**src/rtl/pal_pkg.sv**
```systemverilog
package pal_pkg;
  localparam int unsigned PAL_N_IN  = 10;
  localparam int unsigned PAL_N_OUT = 8;
  localparam int unsigned PAL_N_SUM = 7;
  localparam int unsigned PAL_N_FB  = 6;
endpackage

```
**src/rtl/pal_cfg_loader.sv**
```systemverilog
module pal_cfg_loader #(
  parameter int unsigned CFG_W = 2056
) (
  input  logic             clk_i,
  input  logic             rst_ni,
  input  logic             bit_i,
  input  logic             shift_i,
  input  logic             commit_i,
  output logic [CFG_W-1:0] image_o,
  output logic             loaded_o
);
  logic [CFG_W-1:0] sr_q, img_q;
  logic             loaded_q;

  always_ff @(posedge clk_i or negedge rst_ni) begin
    if (!rst_ni) begin
      sr_q     <= '0;
      img_q    <= '0;
      loaded_q <= 1'b0;
    end else begin
      if (shift_i) sr_q <= {sr_q[CFG_W-2:0], bit_i};
      if (commit_i) begin
        img_q    <= sr_q;
        loaded_q <= 1'b1;
      end
    end
  end

  assign image_o  = img_q;
  assign loaded_o = loaded_q;
endmodule

```
**src/rtl/pal_and_plane.sv**
```systemverilog
module pal_and_plane #(
  parameter int unsigned N_LIT = 32,
  parameter int unsigned N_AND = 64
) (
  input  logic [N_LIT-1:0]       lit_i,
  input  logic [N_AND*N_LIT-1:0] mask_i,
  output logic [N_AND-1:0]       term_o
);
  for (genvar t = 0; t < N_AND; t++) begin : g_term
    // unselected literals read as 1; empty term is true
    assign term_o[t] = &(~mask_i[t*N_LIT +: N_LIT] | lit_i);
  end
endmodule

```
**src/rtl/pal_out_cell.sv**
```systemverilog
module pal_out_cell #(
  parameter int unsigned N_SUM = 7
) (
  input  logic [N_SUM:0] term_i,  // [N_SUM] is the enable term
  input  logic           pol_i,
  input  logic           loaded_i,
  output logic           val_o,
  output logic           oe_o
);
  logic or_v;

  assign or_v  = |term_i[N_SUM-1:0];
  assign val_o = pol_i ? or_v : ~or_v;
  assign oe_o  = loaded_i & term_i[N_SUM];
endmodule

```
**src/rtl/pal_feedback_reg.sv**
```systemverilog
module pal_feedback_reg #(
  parameter int unsigned N_FB = 6
) (
  input  logic            clk_i,
  input  logic            rst_ni,
  input  logic [N_FB-1:0] val_i,
  input  logic [N_FB-1:0] oe_i,
  input  logic [N_FB-1:0] pin_i,
  output logic [N_FB-1:0] fb_o
);
  logic [N_FB-1:0] fb_q;

  always_ff @(posedge clk_i or negedge rst_ni) begin
    if (!rst_ni) fb_q <= '0;
    else begin
      for (int j = 0; j < int'(N_FB); j++)
        fb_q[j] <= oe_i[j] ? val_i[j] : pin_i[j];
    end
  end

  assign fb_o = fb_q;
endmodule

```
**src/rtl/pal_logic_device.sv**
```systemverilog
module pal_logic_device
  import pal_pkg::*;
#(
  parameter int unsigned N_IN  = PAL_N_IN,
  parameter int unsigned N_OUT = PAL_N_OUT,
  parameter int unsigned N_SUM = PAL_N_SUM,
  parameter int unsigned N_FB  = PAL_N_FB
) (
  input  logic             clk_i,
  input  logic             rst_ni,
  input  logic [N_IN-1:0]  in_i,
  input  logic [N_FB-1:0]  pin_i,
  input  logic             cfg_bit_i,
  input  logic             cfg_shift_i,
  input  logic             cfg_commit_i,
  output logic [N_OUT-1:0] out_o,
  output logic [N_OUT-1:0] oe_o
);
  localparam int unsigned N_ARR  = N_IN + N_FB;
  localparam int unsigned N_LIT  = 2 * N_ARR;
  localparam int unsigned TPO    = N_SUM + 1;
  localparam int unsigned N_AND  = N_OUT * TPO;
  localparam int unsigned MASK_W = N_AND * N_LIT;
  localparam int unsigned CFG_W  = MASK_W + N_OUT;

  logic [CFG_W-1:0] image;
  logic             loaded;
  logic [N_FB-1:0]  fb_q;
  logic [N_ARR-1:0] arr_in;
  logic [N_LIT-1:0] lit;
  logic [N_AND-1:0] terms;
  logic [N_OUT-1:0] val, oe;

  pal_cfg_loader #(.CFG_W(CFG_W)) i_loader (
    .clk_i    (clk_i),
    .rst_ni   (rst_ni),
    .bit_i    (cfg_bit_i),
    .shift_i  (cfg_shift_i),
    .commit_i (cfg_commit_i),
    .image_o  (image),
    .loaded_o (loaded)
  );

  // dedicated inputs low, feedback lines high
  assign arr_in = {fb_q, in_i};

  for (genvar k = 0; k < N_ARR; k++) begin : g_lit
    assign lit[2*k]   = arr_in[k];
    assign lit[2*k+1] = ~arr_in[k];
  end

  pal_and_plane #(.N_LIT(N_LIT), .N_AND(N_AND)) i_and_plane (
    .lit_i  (lit),
    .mask_i (image[MASK_W-1:0]),
    .term_o (terms)
  );

  for (genvar o = 0; o < N_OUT; o++) begin : g_out
    pal_out_cell #(.N_SUM(N_SUM)) i_cell (
      .term_i   (terms[o*TPO +: TPO]),
      .pol_i    (image[MASK_W+o]),
      .loaded_i (loaded),
      .val_o    (val[o]),
      .oe_o     (oe[o])
    );
  end

  pal_feedback_reg #(.N_FB(N_FB)) i_fb (
    .clk_i  (clk_i),
    .rst_ni (rst_ni),
    .val_i  (val[N_FB-1:0]),
    .oe_i   (oe[N_FB-1:0]),
    .pin_i  (pin_i),
    .fb_o   (fb_q)
  );

  assign out_o = val;
  assign oe_o  = oe;
endmodule

```
**config.mk**
```make
export PLATFORM = sky130hd
export DESIGN_NAME = pal_logic_device
export DESIGN_NICKNAME = d
export VERILOG_FILES = /design/src/rtl/pal_pkg.sv /design/src/rtl/pal_cfg_loader.sv /design/src/rtl/pal_and_plane.sv /design/src/rtl/pal_out_cell.sv /design/src/rtl/pal_feedback_reg.sv /design/src/rtl/pal_logic_device.sv
export SDC_FILE = /design/constraint.sdc
export NUM_CORES = 2
export LEC_CHECK = 0
export BUFFER_PORTS_ARGS = -buffer_cell sky130_fd_sc_hd__buf_2
export CAP_MARGIN = 10
export CORE_MARGIN = 4
export CORE_UTILIZATION = 44
export DETAILED_ROUTE_END_ITERATION = 10
export GPL_TIMING_DRIVEN = 0
export REMOVE_ABC_BUFFERS = 1
export SLEW_MARGIN = 20
export SYNTH_ARGS = -nofsm -noshare
export SYNTH_HDL_FRONTEND = slang
export SYNTH_SLANG_ARGS = --single-unit
```
**constraint.sdc**
```tcl
create_clock -name clk_i -period 2.6 [get_ports clk_i]
set_input_delay 0.13 -clock clk_i [delete_from_list [all_inputs] [get_ports clk_i]]
set_output_delay 0.13 -clock clk_i [all_outputs]
set_load 0.1 [all_outputs]
```
==> run_results.csv <==
group,metric,value,unit
synthesis,synthTopCellsByArea,"dfrtp_1 (62%), mux2_2 (28%), mux2i_1 (5.9%)",
sta,hold_viol_final,0,
finish,n_fill_cell,30413,
setup_path,crit_type,"flip-flop to output pin",
place,pre_cts_ws,-1.76,ns
power_and_ir_drop,p_sw,28.9,mW
power_and_ir_drop,combPwrFrac,0.041,
die,die_area,386000,µm²
grt,grt_pass1_vias,94336,
synthesis,ys_seq_elements,4119,
setup_path,critPathMaxStageDelay,0.51,ns
setup_path,worst-endpoint-arrival,3.53,ns
sta,period_minus_slack,3.66,ns
finish,drive_gt1_frac,0.477,
finish,area_growth,15.7,%
synthesis,async_flop_share,1.00,
finish,final_cell_mix,"mux2_2 (4136), dfrtp_1 (4112), mux2i_1 (953)",
min_path,hold_path_class,"input port to flip-flop",
grt,overflow,0,
cts,cts_tree,"done",
synthesis,synth_area_per_cell,15.6,µm²
finish,fin_nets,10803,
grt,grt_pass1_wl,550,mm
setup_path,crit_family,"buffers and inverters",
cts,numCtsBuffers,432,
sta,timing.final.ws_setup,-1.06,ns
setup_path,crit_chain,"buf_16 > buf_16 > buf_12 > buf_4 > a211oi_1 > nand3_1 > nor4_4 > nor4_4 > xor2_1 > buf_6",
power_and_ir_drop,vdd_drop_max,513,µV
sta,finalSetupViolations,1634,
place,gp_congestion,0.707,
die,die_y,621,µm
finish,final_area,192000,µm²
finish,final_common_cell,"mux2_2",
setup_path,slowest_stage,"dfrtp_4",
synthesis,yosysWarnings,0,
cts,htreeDepth,5,
routing,drc_errors,0,
cts,clk_pin_slew,0.06,ns
outcome,status,"complete, but fails checks",
flow_run,maxCapViolCount,0,
power_and_ir_drop,intPower,104,mW
setup_path,worstSetupStartpointType,"flip-flop",
routing,post_drt_wl_per_cell,21.4,µm
grt,grt_use_total,0.177,
synthesis,synth_top_area_share,0.623,
die,core,374000,µm²
cts,clk_latency,0.94,ns
grt,grtUsageMet1,0.242,
synthesis,yosysSeqAreaShare,0.623,
synthesis,synth_edf_count,0,
sta,relSlewSlack,0.343,
cts,cts_root_buffer,"clkbuf_16",
power_and_ir_drop,p_seq_frac,0.486,
grt,use_met3,0.0235,
sta,final.period_utilization,1.41,
synthesis,synth_ff_type,"dfrtp_1",
routing,postRouteAntennaNets,0,
sta,tightest_slew,0.983,ns
die,fp.dieW,621,µm
die,pin_count,37,
synthesis,yosysTopAreaCell,"dfrtp_1",
finish,fin_cells,16118,
power_and_ir_drop,power.total,133,mW
routing,num_vias,84775,
place,placed_area,173000,µm²
grt,antenna_found_initial,2,
grt,grt_util_met2,0.304,
place,placedCellCount,15133,
place,port_buffers,36,
place,dp_hpwl,196,mm
grt,grt_start_max_net_pins,150,
die,rows,224,
die,initial_utilization,0.443,
routing,firstDrtPassIters,5,
setup_path,required,2.47,ns
outcome,violations,"negative setup slack",
sta,timing.fmax,273,MHz
power_and_ir_drop,clkPwrFrac,0.473,
power_and_ir_drop,power_density,695,nW/µm²
routing,via_per_inst,5.26,
sta,fin_skew,0.0268,ns
synthesis,synthCells,10606,
synthesis,syn_area,166000,µm²
cts,cts_buffer_depth,4,
synthesis,synth_cell_types,36,
sta,drv_slew,0,
setup_path,critPathMaxFanout,11,
routing,first_iter_violations,4293,
grt,busiest_layer,"met2",
power_and_ir_drop,p_leak,98.9,nW
power_and_ir_drop,p_sw_frac,0.217,
routing,routed_wl,346,mm
setup_path,end_kind,"output pin",
cts,clock_sinks,4119,
sta,rsz0062_at_grt,"true",
setup_path,crit_buf_inv,5,
## repair_timing
action,4_1_cts,5_1_grt
setup endpoints to repair,901,2394
pin swaps,74,76
buffers inserted,109,22
hold endpoints to repair,908,222
hold buffers,32,10
cloned,14,15
gates resized for setup,238,129
## final cells by class
type | count | area, µm² | area share
diodes | 3 | 7.51 | 0.0000392
clock buffers | 639 | 12800 | 0.0666
clock inverters | 156 | 1960 | 0.0102
inverters | 9 | 37.5 | 0.000196
multi-input cells | 5886 | 61200 | 0.319
flip-flops and latches | 4119 | 103000 | 0.538
well taps | 4972 | 6220 | 0.0325
repair buffers | 334 | 6300 | 0.0329
## power groups by stage
stage	Sequential [mW]	Combinational, mW	Clock [mW]
6_report	64.7	5.44	63.0
5_1_grt	64.7	5.93	67.7
4_1_cts	64.7	5.50	64.9
3_5_place_dp	65.9	5.34	0
3_3_place_gp	66.0	6.89	0
2_1_floorplan	65.8	1.53	0
## sequential cells by signal (all words and copies together), names as in the netlist
| name | count |
|---|---|
| i_loader.loaded_o | 1 |
| i_fb.fb_o | 6 |
| i_loader.sr_q | 2056 |
| i_loader.image_o | 2056 |
## stage by stage
stage | utilization | setup TNS, ns | hold WS [ns]
floorplan | - | -48.96 | -0.166
global placement | 0.454 | - | 0.376
detailed placement | 0.462 | -2529.91 | 0.116
CTS | 0.510 | -544.19 | -0.579
global route | 0.513 | -1162.12 | 0.00227
finish | 0.513 | -594.79 | 0.0348
## tightest hold or removal path: stages
cell	delay [ns]
buf_12	0.10
buf_12	0.14
buf_16	0.21
mux2_2	0.30
## routing by layer
layer	part of all wire	routed length, µm
met1	0.46	158000
met2	0.50	172000
met3	0.026	8860
met4	0.019	6720
met5	0	0
## cell usage after synthesis (2+ instances only)
cell	n
dfrtp_1	4119
buf_1	7
mux2i_1	972
or4_1	9
buf_2	108
nand3b_1	2
nor3b_1	4
nor4_1	122
a211oi_1	13
nand2_1	497
and4_1	2
xor2_1	2
a22oi_1	10
nor2_1	5
buf_6	2
nand3_1	33
nor2b_1	20
o21ai_0	10
or4b_1	2
nand4_1	19
o211ai_1	5
clkbuf_1	452
a2111oi_0	7
or3_1	6
mux2_2	4136
nand2b_1	2
inv_1	9
buf_4	23
## kinds of logic (layout without fill, tap and decap cells)
family | after synthesis | count (layout) | synth area share
AO/OA/AOI/OAI | 49 | 49 | 0.00215
AND/OR/NAND/NOR | 727 | 727 | 0.0199
XOR/XNOR | 2 | 2 | 0.000106
other | 0 | 3 | 0
multiplexers | 5108 | 5108 | 0.340
flip-flops | 4119 | 4119 | 0.623
buffers and inverters | 601 | 1138 | 0.0151
## worst paths after layout
path                                                     from                                  to  slack (ns)  cells past startpoint
max                                    i_fb.fb_o[0]$_DFF_PN0_                            out_o[7]       -1.06                     10
min                                              cfg_commit_i   i_loader.image_o[917]$_DFFE_PN0P_        0.03                      4
max reg2reg                            i_fb.fb_o[3]$_DFF_PN0_              i_fb.fb_o[2]$_DFF_PN0_       -0.59                     11
min reg2reg                i_loader.image_o[1864]$_DFFE_PN0P_  i_loader.image_o[1864]$_DFFE_PN0P_        0.50                      1
max in group asynchronous                              rst_ni      i_loader.sr_q[289]$_DFFE_PN0P_       -0.60                     12
min in group asynchronous                              rst_ni      i_loader.sr_q[910]$_DFFE_PN0P_        0.84                      7
No activity file was read; power rests on OpenSTA's default activity.
